--- src/rtl/cob_pkg.sv ---
package cob_pkg;

  // Effective control strobes after priority and pending-interval qualification.
  typedef struct packed {
    logic rb;    // discard unreleased state, restart replay
    logic val;   // older interval accepted
    logic ckpt;  // current interval closed
  } cob_strobe_t;

endpackage

--- src/rtl/cob_interval_ctl.sv ---
module cob_interval_ctl
  import cob_pkg::*;
(
  input  logic        clk,
  input  logic        rst,
  input  logic        ckpt_i,
  input  logic        val_i,
  input  logic        rb_i,
  output cob_strobe_t str_o
);

  logic old_q;     // a closed interval awaits its verdict
  logic val_ok;
  logic ckpt_ok;

  always_comb begin
    val_ok  = val_i & old_q & ~rb_i;
    ckpt_ok = ckpt_i & ~rb_i & (~old_q | val_ok);
    str_o.rb   = rb_i;
    str_o.val  = val_ok;
    str_o.ckpt = ckpt_ok;
  end

  always_ff @(posedge clk) begin
    if (rst)          old_q <= 1'b0;
    else if (rb_i)    old_q <= 1'b0;
    else if (ckpt_ok) old_q <= 1'b1;
    else if (val_ok)  old_q <= 1'b0;
  end

endmodule

--- src/rtl/cob_wr_queue.sv ---
module cob_wr_queue
  import cob_pkg::*;
#(
  parameter int ADDR_W = 8,
  parameter int DATA_W = 32,
  parameter int DEPTH  = 16
) (
  input  logic              clk,
  input  logic              rst,
  input  cob_strobe_t       str_i,
  input  logic              in_valid,
  input  logic [ADDR_W-1:0] in_addr,
  input  logic [DATA_W-1:0] in_data,
  output logic              in_ready,
  output logic              out_valid,
  output logic [ADDR_W-1:0] out_addr,
  output logic [DATA_W-1:0] out_data,
  input  logic              out_ready
);

  localparam int PW = $clog2(DEPTH);
  localparam int EW = ADDR_W + DATA_W;
  localparam logic [PW:0] CAP = (PW+1)'(DEPTH);
  localparam logic [PW:0] ONE = (PW+1)'(1);

  typedef logic [PW:0] ptr_t;

  // Ring regions: [head,rel) released, [rel,bnd) older interval, [bnd,tail) current.
  logic [EW-1:0] mem [DEPTH];
  logic [EW-1:0] out_q;
  ptr_t head_q, rel_q, bnd_q, tail_q;
  ptr_t head_n, rel_n, bnd_n, tail_n;
  logic push, load;

  assign push = in_valid & in_ready & ~str_i.rb;
  assign load = (~out_valid | out_ready) & (head_q != rel_q);

  always_comb begin
    head_n = load ? head_q + ONE : head_q;
    tail_n = push ? tail_q + ONE : tail_q;
    rel_n  = rel_q;
    bnd_n  = bnd_q;
    if (str_i.rb) begin
      tail_n = rel_q;
      bnd_n  = rel_q;
    end else begin
      if (str_i.val)  rel_n = bnd_q;
      if (str_i.ckpt) bnd_n = tail_q;
    end
  end

  always_ff @(posedge clk) begin
    if (push) mem[tail_q[PW-1:0]] <= {in_addr, in_data};
  end

  always_ff @(posedge clk) begin
    if (load) out_q <= mem[head_q[PW-1:0]];
  end

  always_ff @(posedge clk) begin
    if (rst) begin
      head_q    <= '0;
      rel_q     <= '0;
      bnd_q     <= '0;
      tail_q    <= '0;
      in_ready  <= 1'b1;
      out_valid <= 1'b0;
    end else begin
      head_q    <= head_n;
      rel_q     <= rel_n;
      bnd_q     <= bnd_n;
      tail_q    <= tail_n;
      in_ready  <= (tail_n - head_n) != CAP;
      out_valid <= load | (out_valid & ~out_ready);
    end
  end

  assign {out_addr, out_data} = out_q;

  // a full ring never offers a free slot
  p_no_overflow_r3: assert property (@(posedge clk) disable iff (rst)
    ((tail_q - head_q) == CAP) |-> !in_ready);

  // released region precedes the older interval, which precedes the current one
  p_region_order_r2: assert property (@(posedge clk) disable iff (rst)
    ((rel_q - head_q) <= (bnd_q - head_q)) && ((bnd_q - head_q) <= (tail_q - head_q)));

  // presented write holds until taken
  p_hold_r9: assert property (@(posedge clk) disable iff (rst)
    (out_valid && !out_ready) |=> (out_valid && $stable(out_addr) && $stable(out_data)));

endmodule

--- src/rtl/cob_rd_log.sv ---
module cob_rd_log
  import cob_pkg::*;
#(
  parameter int DATA_W = 32,
  parameter int DEPTH  = 16
) (
  input  logic              clk,
  input  logic              rst,
  input  cob_strobe_t       str_i,
  input  logic              req_i,
  output logic              ready_o,
  output logic              fetch_o,
  input  logic [DATA_W-1:0] fetch_data_i,
  output logic              valid_o,
  output logic [DATA_W-1:0] data_o
);

  localparam int PW = $clog2(DEPTH);
  localparam logic [PW:0] CAP = (PW+1)'(DEPTH);
  localparam logic [PW:0] ONE = (PW+1)'(1);

  typedef logic [PW:0] ptr_t;

  // [head,bnd) older interval, [bnd,tail) current; rep walks the log during replay.
  logic [DATA_W-1:0] mem [DEPTH];
  ptr_t head_q, bnd_q, tail_q, rep_q;
  ptr_t head_n, bnd_n, tail_n, rep_n;
  logic replay_q, replay_n;
  logic fire, live, redo;

  assign fire    = req_i & ready_o & ~str_i.rb;
  assign live    = fire & ~replay_q;
  assign redo    = fire & replay_q;
  assign fetch_o = live;

  always_comb begin
    head_n   = head_q;
    bnd_n    = bnd_q;
    tail_n   = live ? tail_q + ONE : tail_q;
    rep_n    = rep_q;
    replay_n = replay_q;
    if (str_i.rb) begin
      rep_n    = head_q;
      bnd_n    = head_q;
      replay_n = (head_q != tail_q);
    end else begin
      if (str_i.val)  head_n = bnd_q;
      if (str_i.ckpt) bnd_n  = replay_q ? rep_q : tail_q;
      if (redo) begin
        rep_n = rep_q + ONE;
        if (rep_q + ONE == tail_q) replay_n = 1'b0;
      end
    end
  end

  always_ff @(posedge clk) begin
    if (live) mem[tail_q[PW-1:0]] <= fetch_data_i;
  end

  always_ff @(posedge clk) begin
    if (live)      data_o <= fetch_data_i;
    else if (redo) data_o <= mem[rep_q[PW-1:0]];
  end

  always_ff @(posedge clk) begin
    if (rst) begin
      head_q   <= '0;
      bnd_q    <= '0;
      tail_q   <= '0;
      rep_q    <= '0;
      replay_q <= 1'b0;
      valid_o  <= 1'b0;
      ready_o  <= 1'b1;
    end else begin
      head_q   <= head_n;
      bnd_q    <= bnd_n;
      tail_q   <= tail_n;
      rep_q    <= rep_n;
      replay_q <= replay_n;
      valid_o  <= fire;
      ready_o  <= replay_n | ((tail_n - head_n) != CAP);
    end
  end

  // full log outside replay stalls the core
  p_log_full_r10: assert property (@(posedge clk) disable iff (rst)
    (((tail_q - head_q) == CAP) && !replay_q) |-> !ready_o);

  // replay cursor always points at a logged entry
  p_replay_inside_r7: assert property (@(posedge clk) disable iff (rst)
    replay_q |-> ((rep_q - head_q) < (tail_q - head_q)));

  // the older interval never extends past the log tail
  p_bound_r8: assert property (@(posedge clk) disable iff (rst)
    (bnd_q - head_q) <= (tail_q - head_q));

endmodule

--- src/rtl/ckpt_out_buf.sv ---
module ckpt_out_buf
  import cob_pkg::*;
#(
  parameter int ADDR_W   = 8,
  parameter int DATA_W   = 32,
  parameter int WR_DEPTH = 16,
  parameter int RD_DEPTH = 16
) (
  input  logic              clk,
  input  logic              rst,
  input  logic              ckpt_i,
  input  logic              validate_i,
  input  logic              rollback_i,
  input  logic              core_wr_valid,
  input  logic [ADDR_W-1:0] core_wr_addr,
  input  logic [DATA_W-1:0] core_wr_data,
  output logic              core_wr_ready,
  output logic              dev_wr_valid,
  output logic [ADDR_W-1:0] dev_wr_addr,
  output logic [DATA_W-1:0] dev_wr_data,
  input  logic              dev_wr_ready,
  input  logic              core_rd_en,
  output logic              core_rd_ready,
  output logic              dev_rd_en,
  input  logic [DATA_W-1:0] dev_rd_data,
  output logic              core_rd_valid,
  output logic [DATA_W-1:0] core_rd_data
);

  cob_strobe_t str;

  cob_interval_ctl u_ctl (
    .clk    (clk),
    .rst    (rst),
    .ckpt_i (ckpt_i),
    .val_i  (validate_i),
    .rb_i   (rollback_i),
    .str_o  (str)
  );

  cob_wr_queue #(
    .ADDR_W (ADDR_W),
    .DATA_W (DATA_W),
    .DEPTH  (WR_DEPTH)
  ) u_wq (
    .clk       (clk),
    .rst       (rst),
    .str_i     (str),
    .in_valid  (core_wr_valid),
    .in_addr   (core_wr_addr),
    .in_data   (core_wr_data),
    .in_ready  (core_wr_ready),
    .out_valid (dev_wr_valid),
    .out_addr  (dev_wr_addr),
    .out_data  (dev_wr_data),
    .out_ready (dev_wr_ready)
  );

  cob_rd_log #(
    .DATA_W (DATA_W),
    .DEPTH  (RD_DEPTH)
  ) u_rl (
    .clk          (clk),
    .rst          (rst),
    .str_i        (str),
    .req_i        (core_rd_en),
    .ready_o      (core_rd_ready),
    .fetch_o      (dev_rd_en),
    .fetch_data_i (dev_rd_data),
    .valid_o      (core_rd_valid),
    .data_o       (core_rd_data)
  );

endmodule

--- config.mk ---
export PLATFORM = sky130hd
export DESIGN_NAME = ckpt_out_buf
export DESIGN_NICKNAME = d
export VERILOG_FILES = /design/src/rtl/cob_pkg.sv /design/src/rtl/cob_interval_ctl.sv /design/src/rtl/cob_wr_queue.sv /design/src/rtl/cob_rd_log.sv /design/src/rtl/ckpt_out_buf.sv
export SDC_FILE = /design/constraint.sdc
export NUM_CORES = 1
export LEC_CHECK = 0
export ABC_AREA = 1
export BUFFER_PORTS_ARGS = -buffer_cell sky130_fd_sc_hd__clkbuf_2
export CAP_MARGIN = 15
export CORE_MARGIN = 1
export CORE_UTILIZATION = 50
export CTS_CLUSTER_SIZE = 24
export DETAILED_ROUTE_END_ITERATION = 16
export PLACE_DENSITY = 0.73
export REMOVE_ABC_BUFFERS = 1
export SYNTH_ARGS = -nofsm -noshare
export SYNTH_HDL_FRONTEND = slang
export SYNTH_SLANG_ARGS = --single-unit
--- constraint.sdc ---
create_clock -name clk -period 4.7 [get_ports clk]
set_input_delay 0.705 -clock clk [delete_from_list [all_inputs] [get_ports clk]]
set_output_delay 0.705 -clock clk [all_outputs]
set_load 0.01 [all_outputs]
# Word-level counts from Yosys, hierarchy flattened
# Memories as Yosys holds them, arrays and structs flattened. A register that Yosys moved wholly into a read port is not among the register bits.
# Cells that the tools add are included.
[totals] ff_bits=78 mem_bits_rw=1152 in_bits=80 out_inout_bits=77 elab_cells=81 n_memories=2
[memory_table] name="u_wq.mem" words=16 word_bits=40 rd=1 rd_clocked_by_memory_dff=1 wr=1 line_no="cob_wr_queue.sv:29" text="logic [EW-1:0] mem [DEPTH];"
[memory_table] name="u_rl.mem" words=16 word_bits=32 rd=1 rd_clocked_by_memory_dff=1 wr=1 line_no="cob_rd_log.sv:25" text="logic [DATA_W-1:0] mem [DEPTH];"
[classes] addsub=6 eq_ne=5 mux=26 bitwise=21 n_reduce_logical=6
[op_table] op="5-bit 2-to-1 mux" count=13
[op_table] op="32-bit 2-to-1 mux" count=2
[op_table] op="5-bit by 1-bit adder with 5-bit output, second input constant" count=4
[op_table] op="1-bit bitwise AND" count=12
[op_table] op="5-bit inequality test" count=2
[op_table] op="5-bit inequality test, second input constant" count=2
[op_table] op="5-bit subtractor" count=2
[op_table] op="1-bit 2-to-1 mux" count=9
[op_table] op="4-bit 2-to-1 mux" count=2
[op_table] op="2-bit nonzero test" count=4
[op_table] op="5-bit == test" count=1
[op_table] op="1-bit inverter" count=5
[op_table] op="1-bit OR" count=4
[op_table] op="2-bit AND reduction" count=1
[op_table] op="2-bit OR reduction" count=1

# Longest topological paths before layout
# Gate-level depths: netlist of the first run.
[logic_depth] depth_word=7 mapped_depth=21 ltp_nobuf=20

# By module
# A second synthesis of the first run with hierarchy kept.
[unflattened] cells_unflattened=3769 area_unflattened_um2=50863.8
[modules_own_cells] mod="cob_wr_queue" instances=1 cells_per_inst=2010 area_each_um2=27212.3 seq_area_each_um2=20860.0
[modules_own_cells] mod="cob_rd_log" instances=1 cells_per_inst=1747 area_each_um2=23570.1 seq_area_each_um2=16876.2
[modules_own_cells] mod="cob_interval_ctl" instances=1 cells_per_inst=12 area_each_um2=81.3 seq_area_each_um2=20.0

# Worst setup path after synthesis of the first run
# Ideal clock, no wire load.
[synth_path] path_type="input-to-reg" start="in core_wr_valid" end="mem u_wq.mem[11][0] (netlist name), enable pin" setup_ns=0.437 t_arrival_ns=3.115 required_ns=4.263 path_slack_ns=1.148 cell_stages=6 n_path_buf=0 path_cell_list="nand2_1 nor2_1 inv_1 nor2_1 inv_1 nor2_1"
[synth_via] elab_chain_cells=4
[synth_lines] element="start, declared" line_no="ckpt_out_buf.sv:14" text="input logic core_wr_valid,"
[synth_lines] element="1-bit bitwise AND (2 in a row)" line_no="cob_wr_queue.sv:35" text="assign push = in_valid & in_ready & ~str_i.rb;"
[synth_lines] element="1-bit 2-to-1 mux" line_no="cob_wr_queue.sv:53" text="if (push) mem[tail_q[PW-1:0]] <= {in_addr, in_data};"
[synth_lines] element="1-bit 2-to-1 mux (not written as such)" line_no="cob_wr_queue.sv:53"
[synth_lines] element="end, declared" line_no="cob_wr_queue.sv:29"
# Every way passes these cells.

# Worst setup path in the final report of the first run
[layout_path] start="reg u_wq.head_q[0]" end="reg u_wq.in_ready"
[layout_via] elab_chain_cells=5 elab_cells_between_ends=6 cone_classes="add/sub: 2; eq/ne: 2; mux: 1; bitwise: 1"
[layout_lines] element="start, declared" line_no="cob_wr_queue.sv:31" text="ptr_t head_q, rel_q, bnd_q, tail_q;"
[layout_lines] element="start signal, assigned" line_no="cob_wr_queue.sv:69" text="head_q <= head_n;"
[layout_lines] element="parallel branches: the longest is 2 deep, another holds 5-bit by 1-bit adder with 5-bit output"
[layout_lines] element="5-bit 2-to-1 mux *" line_no="cob_wr_queue.sv:39" text="head_n = load ? head_q + ONE : head_q;"
[layout_lines] element="5-bit subtractor *" line_no="cob_wr_queue.sv:73" text="in_ready <= (tail_n - head_n) != CAP;"
[layout_lines] element="5-bit inequality test *" line_no="cob_wr_queue.sv:73"
[layout_lines] element="end signal, assigned" line_no="cob_wr_queue.sv:66" text="in_ready <= 1'b1;"
[layout_lines] element="end signal, assigned" line_no="cob_wr_queue.sv:73"
[layout_lines] element="end, declared" line_no="cob_wr_queue.sv:14" text="output logic in_ready,"
# Every way passes the cells marked *.
# A chain may end at the register's enable or synchronous reset.

==> reports/metrics.csv, run 1 <==
stage;metric;value;unit
drt;drtIter0Drc;3224;
global_route;grt.total_usage;22.1;%
min_path;worst_hold_path.endpoint;u_ctl.old_q$_SDFFE_PP0P_;
drt;drc;0;
power_and_ir_drop;swShare;28.0;%
critical_path;worstPathRequired;5.29;ns
critical_path;worst_r2r_path_depth;18;
timing;max_slew.worst_pin.slew;1.17;ns
floorplanning;die_w;320;um
logic_synthesis;synthesis.area;0.0506;mm^2
logic_synthesis;synth-seq-area-share;74.6;%
critical_path;worstReg2RegEnd;u_wq.in_ready$_SDFF_PP1_;
critical_path;cp_max_fo;84;
power_and_ir_drop;clkPwrFrac;34.5;%
floorplanning;fp.dieArea;0.102;mm^2
clock_network;worst_skew_pair_latency;0.71;ns
timing;unrepaired_setup_endpoints_after_global_routing;false;
placed_design;finalWeightedCongestion;0.822;
run;max_cap_viol_count;0;
drt;ant_nets;0;
logic_synthesis;post_synth_fa_ha_maj_area_fraction;0.445;%
floorplanning;dieHeight;320;um
drt;totalWireLength;115000;um
clock_network;cts-buffers-inserted;120;
power_and_ir_drop;sequentialPowerShare;48.6;%
floorplanning;core_area;0.100;mm^2
power_and_ir_drop;vdd_drop_max;0.465;mV
clock_network;cts_num_sinks;1274;
floorplanning;floorplan.rows;116;
logic_synthesis;synth_mux_area_share;0.0791;%
timing;max_freq;291;MHz
logic_synthesis;ys_ff_latch;1274;
floorplanning;initial_core_util;50.5;%
logic_synthesis;synth-main-ff-cell;edfxtp_1;
cells_and_area;most-common-layout-cells;1224 x edfxtp_1, 691 x nor2_1, 398 x o21ai_0;
cells_and_area;areaGrowthSynthToFinish;11.7;%
cells_and_area;final_nets;3968;
global_route;globalRoute.totalOverflow;0;
critical_path;reg2reg_setup_slack;1.26;ns
min_path;hold_path.class;input port to flop;
drt;drtPass1Iterations;6;
logic_synthesis;yosysWarningCount;0;
drt;drt-wirelength-per-cell;21.8;um
logic_synthesis;yosysUniqueCellTypes;36;
floorplanning;pin_count;157;
timing;finalWorstPathRequiredPeriod;3.44;ns
cells_and_area;final_common_cell;edfxtp_1;
clock_network;clk_pin_slew;0.06;ns
logic_synthesis;synth-compound-area-share;12.4;%
timing;setup_violations;0;
power_and_ir_drop;power.internal;19600;uW
power_and_ir_drop;power.switching;7590;uW
logic_synthesis;number_of_enable_type_register_cells_in_the_synthesized_netlist;1224;
global_route;number_of_antenna_violations_at_the_first_check_in_global_routing;4;
critical_path;worst-endpoint-arrival;4.03;ns
timing;max_clock_skew;0.0213;ns
clock_network;max-clock-path-buffers;3;
logic_synthesis;cell_type_with_the_largest_total_area_after_synthesis;edfxtp_1;
clock_network;cts_resized;0;
logic_synthesis;syn_inst;3783;
drt;vias_per_cell;5.86;
logic_synthesis;asyncSetResetFlopFracSynth;0;%
placed_design;port_buffers;156;
logic_synthesis;synthXorXnorAreaFrac;0.277;%
timing;timing.final.hold_violations;0;
power_and_ir_drop;leakagePower;0.0185;uW
placed_design;placement.cell_area;0.0527;mm^2
global_route;first_pass_grt_wire_length;176000;um
critical_path;endpoint_kind;flop;
critical_path;timing.critical_path.from_type;flop;
logic_synthesis;yosys-top-cells-area;edfxtp_1 73%, nor2_1 5.4%, o21ai_0 3.9%;
min_path;holdCritStartpoint;ckpt_i;
clock_network;cts_hold_buf;0;
min_path;whs_path_depth;3;
global_route;grt_pass1_vias;29915;
global_route;grt_start_max_net_pins;240;
clock_network;post-cts-setup-buffer-count;0;
logic_synthesis;synth_simple_gate_area_share;9.34;%
clock_network;ctsHtreeMaxLevel;3;
drt;num_vias;30880;
cells_and_area;final.fill_count;7764;
timing;finalCritPeriodShare;73.1;%
critical_path;worstReg2RegStart;u_wq.head_q[0]$_SDFF_PP0_;
cells_and_area;drive_gt1_share;11.1;%
timing;slew_violations;0;
logic_synthesis;synth_top_family_by_area;compound AO/OA/AOI/OAI gates;
clock_network;cts_tree;done;
placed_design;dpl.hpwl;61600;um
power_and_ir_drop;overall_power;27100;uW
power_and_ir_drop;p_comb_share;16.9;%
timing;relSlewSlack;22.2;%
cells_and_area;finalInstanceArea;0.0565;mm^2
critical_path;worstSetupPathType;flop to flop;
status;outcome;complete, no violations;
clock_network;cts-root-buf;clkbuf_16;
logic_synthesis;synthesis.area_per_instance;13.4;um^2
logic_synthesis;synth_top_cell_area_share;72.6;%
power_and_ir_drop;power_density;480;mW/mm^2
[kinds of logic after synthesis]
family,count (synthesis)
AOI/OAI and AO/OA,960
xor gates and xnor gates,16
adders and majority gates,18
buffers and inverters,309
DFF,1274
muxes,4
and+or+nand+nor,1202
[worst max-delay path by stage]
| stage | to | depth (start not counted) | start | slack [ns] |
|---|---|---|---|---|
| 2_1_floorplan | u_wq.in_ready$_SDFF_PP1_ | 18 | u_wq.head_q[0]$_SDFF_PP0_ | -7.36 |
| 3_3_place_gp | u_rl.mem[3][0]$_DFFE_PP_ | 9 | rollback_i | 1.14 |
| 3_5_place_dp | u_rl.mem[3][12]$_DFFE_PP_ | 9 | rollback_i | 1.08 |
| 4_1_cts | u_wq.in_ready$_SDFF_PP1_ | 18 | u_wq.head_q[0]$_SDFF_PP0_ | 1.29 |
| 5_1_grt | u_wq.in_ready$_SDFF_PP1_ | 18 | u_wq.head_q[0]$_SDFF_PP0_ | 0.99 |
| 6_report | u_wq.in_ready$_SDFF_PP1_ | 18 | u_wq.head_q[0]$_SDFF_PP0_ | 1.26 |
[synth_stat cells (all sizes together) (9+ instances only)]
library cell,count
o221ai,32
nand3,142
inv,60
o21bai,129
o32ai,80
clkbuf,126
nor2,725
nand2,327
buf,122
a21oi,19
edfxtp,1224
ha,18
o21ai,414
a31oi,9
dfxtp,50
o21a,96
o211ai,178
[power groups by stage]
stage	logic (uW)	clock network (uW)	registers (uW)
6_report	4590	9360	13200
5_1_grt	5070	9900	13200
4_1_cts	4610	9480	13200
3_5_place_dp	4570	0	13400
3_3_place_gp	4490	0	13400
2_1_floorplan	2660	0	13800
[per-stage QoR]
| stage | setup slack (ns) | hold WS, ns | setup TNS [ns] | std cells | utilization (%) |
|---|---|---|---|---|---|
| 4_1_cts | 1.29 | 0.279 | 0 | 5270 | 56.4 |
| 3_5_place_dp | 1.08 | 0.457 | 0 | 5045 | 52.6 |
| 6_report | 1.26 | 0.323 | 0 | 5273 | 56.4 |
| 5_1_grt | 0.995 | 0.294 | 0 | 5273 | 56.4 |
| 2_1_floorplan | -7.36 | 0.437 | -727.46 | 3535 | - |
| 3_3_place_gp | 1.14 | 0.452 | 0 | 5042 | 52.5 |
[flip-flops by register name, indices dropped and copies added, names as in the netlist, 5 cells and up, named ones only]
signal / count
u_rl.bnd_q: 5
u_rl.data_o: 32
u_rl.head_q: 5
u_rl.mem: 512
u_rl.rep_q: 5
u_rl.tail_q: 5
u_wq.bnd_q: 5
u_wq.head_q: 5
u_wq.mem: 640
u_wq.out_q: 40
u_wq.rel_q: 5
u_wq.tail_q: 5
[cell type report]
class / instances / area [um^2] / area share (%)
flip-flops and latches: 1274 / 37800 / 66.9
multi-input cells: 2200 / 11600 / 20.6
clock buffers: 146 / 3140 / 5.56
well taps: 1298 / 1620 / 2.87
repair buffers: 213 / 1420 / 2.52
clock inverters: 79 / 653 / 1.16
inverters: 61 / 241 / 0.427
diodes: 2 / 5.00 / 0.00886
[critical path: stages (launching register included)]
cell,delay (ns)
dfxtp_4,0.55
inv_8,0.43
nand2_1,0.10
nand2_1,0.09
nor2_1,0.05
nand3_2,0.06
nand2_1,0.13
inv_2,0.55
o21ai_1,0.17
ha_1,0.36
inv_1,0.04
o21bai_1,0.24
nand3_1,0.11
nand2_1,0.09
nand3_1,0.09
nand2_1,0.08
nand2_1,0.06
nand2_1,0.06
nand2_1,0.04
[metal layers]
metal / global-route usage [%] / share of wire [%] / up-vias
met3: 3.35 / 6.3 / 182
met5: 0 / 0.036 / -
met4: 6.43 / 2.3 / 4
met1: 29.9 / 41 / 15348
met2: 37.3 / 50 / 1169
li1: - / - / 14177
Note: power is estimated with default switching activity, not from simulation.
==> run 2, diff against run 1 <==
- PLACE_DENSITY: 0.73 -> 0.76
- clock period: 4.7 -> 2.8 ns (I/O delays scaled with it)
==> reports/metrics.csv, run 2 (synthesis results as in run 1) <==
stage;metric;value;unit;change
status;outcome;complete, no violations;;
clock_network;clk_pin_slew;0.06;ns;about the same
critical_path;critPathMaxStageDelay;0.43;ns;-0.12 ns
critical_path;timing.critical_path.from_type;flop;;
placed_design;port_buffers;156;;unchanged
timing;finalCritPeriodShare;94.9;%;
global_route;first_pass_grt_wire_length;183000;um;+3.7%
critical_path;ordered_list_of_cells_on_the_worst_path;nand3_1, nor2_4, buf_4, buf_4, clkbuf_2;;
timing;setup_violations;0;;unchanged
timing;max_clock_skew;0.0251;ns;+0.00382 ns
cells_and_area;most-common-layout-cells;1224 x edfxtp_1, 691 x nor2_1, 398 x o21ai_0;;
clock_network;cts_num_sinks;1274;;unchanged
cells_and_area;areaGrowthSynthToFinish;13.4;%;
drt;ant_nets;0;;unchanged
global_route;grt_pass1_vias;31047;;+3.8%
global_route;grt_start_max_net_pins;261;;+8.8%
drt;vias_per_cell;5.96;;+1.8%
critical_path;worst-endpoint-arrival;2.24;ns;-1.79 ns
floorplanning;core_area;0.100;mm^2;unchanged
run;max_cap_viol_count;0;;unchanged
critical_path;endpoint_kind;primary output;;
cells_and_area;drive_gt1_share;12.5;%;+1.4 points
global_route;globalRoute.totalOverflow;0;;unchanged
global_route;grt.total_usage;23.4;%;+1.2 points
floorplanning;fp.dieArea;0.102;mm^2;unchanged
floorplanning;pin_count;157;;unchanged
drt;drtPass1Iterations;8;;+2
clock_network;ctsHtreeMaxLevel;4;;+1
drt;num_vias;31786;;+2.9%
min_path;whs_path_depth;4;;+1
critical_path;worstPathRequired;2.38;ns;-2.91 ns
clock_network;worst_skew_pair_latency;0.72;ns;about the same
min_path;hold_path.class;input port to flop;;
timing;timing.final.hold_violations;0;;unchanged
critical_path;worst_r2r_path_depth;18;;unchanged
timing;relSlewSlack;13.1;%;-9.1 points
placed_design;dp_worst_setup_slack;0.170;ns;-0.909 ns
timing;unrepaired_setup_endpoints_after_global_routing;false;;
cells_and_area;final_core_util;57.3;%;+0.87 points
drt;drt-wirelength-per-cell;22.8;um;+4.6%
drt;totalWireLength;121000;um;+5.8%
timing;max_slew.worst_pin.slew;1.30;ns;+0.137 ns
power_and_ir_drop;power_density;811;mW/mm^2;+69%
critical_path;crit_top_cell;buf_4;;
placed_design;finalWeightedCongestion;0.782;;-4.9%
cells_and_area;final_nets;4035;;+1.7%
floorplanning;die_w;320;um;unchanged
placed_design;dpl.hpwl;63800;um;+3.5%
clock_network;cts-buffers-inserted;130;;+8.3%
floorplanning;floorplan.rows;116;;unchanged
timing;finalWorstPathRequiredPeriod;2.66;ns;
placed_design;dp_cells;5101;;+1.1%
cells_and_area;final_common_cell;edfxtp_1;;
critical_path;cp_max_fo;27;;-68%
power_and_ir_drop;leakagePower;0.0190;uW;+2.4%
critical_path;worstSetupPathType;flop to primary output;;
power_and_ir_drop;vdd_drop_max;0.709;mV;+52%
cells_and_area;largest_register_ffs;640;;unchanged
timing;max_freq;376;MHz;
floorplanning;dieHeight;320;um;unchanged
clock_network;max-clock-path-buffers;3;;unchanged
floorplanning;initial_core_util;50.5;%;unchanged
timing;slew_violations;0;;unchanged
critical_path;timing.critical_path.slowest_stage_cell;buf_4;;
global_route;number_of_antenna_violations_at_the_first_check_in_global_routing;8;;+4
clock_network;cts-root-buf;clkbuf_16;;
timing;final.setup.worst_slack;0.144;ns;-1.12 ns
cells_and_area;final-instance-count-excl-fill;5332;;+1.1%
drt;drc;0;;unchanged
drt;drtIter0Drc;4100;;+27%
clock_network;cts_tree;done;;
## run 2: cell count changes in the layout (fill, tap and decap cells not counted), moves of 2 or more
cell and change:
buf_16 -2, buf_12 +17, clkbuf_16 +12, clkinv_1 -9, buf_4 +41, diode_2 +3
inv_6 +6, clkinv_2 -12
## run 2: worst paths after layout
kind | startpoint | end | slack, ns
max | u_rl.ready_o$_SDFF_PP1_ | dev_rd_en | 0.14
min | dev_wr_ready | u_wq.out_valid$_SDFF_PP0_ | 0.05
max reg2reg | u_wq.head_q[0]$_SDFF_PP0_ | u_wq.in_ready$_SDFF_PP1_ | 0.32
min reg2reg | u_rl.bnd_q[3]$_SDFFE_PP0P_ | u_rl.bnd_q[3]$_SDFFE_PP0P_ | 0.49
## run 2: per-stage QoR
step           hold WS (ns)  setup TNS, ns  cell area [um^2]  power [uW]
3_5_place_dp          0.472              0             53300       30300
2_1_floorplan         0.437       -1864.80             49400       26600
6_report             0.0464              0             57400       46500
5_1_grt              0.0383              0             57400       48300
4_1_cts              0.0225              0             57300       46700
3_3_place_gp          0.461              0             53300       30000
## run 2: cell type report
class                      count  area (um^2)
tap                         1298         1620
antenna                        5         12.5
multi-input combinational   2200        11600
sequential                  1274        37800
inverter                      61          244
clock buffer                 159         3450
fill                        7579        42800
timing repair buffer         270         2030
clock inverter                65          612
## run 2: power breakdown
group / switching, uW / internal [uW]
sequential: 359 / 21700
clock: 7030 / 9530
combinational: 5490 / 2380
## run 2: timing repair
item / CTS / global route
setup endpoints to repair: 0 / 1
gates resized for setup: 0 / 3
hold endpoints to repair: 1 / 0
hold buffers: 1 / 0
buffers inserted: 0 / 1
## run 2: critical path, delay by kind of cell, from the launching register on
| family | cells | cell delay [ns] |
|---|---|---|
| buffers and inverters | 3 | 0.89 |
| flip-flops | 1 | 0.33 |
| AND/OR/NAND/NOR | 2 | 0.29 |
## run 2: routing by layer
metal	part of all wire, %	global-route usage [%]	wire (um)	vias up
li1	-	-	-	14314
met1	39	29.9	46900	15725
met2	50	39.7	60700	1483
met3	8.3	4.55	10100	256
met4	3.0	8.58	3580	8
met5	0.044	0	53	-
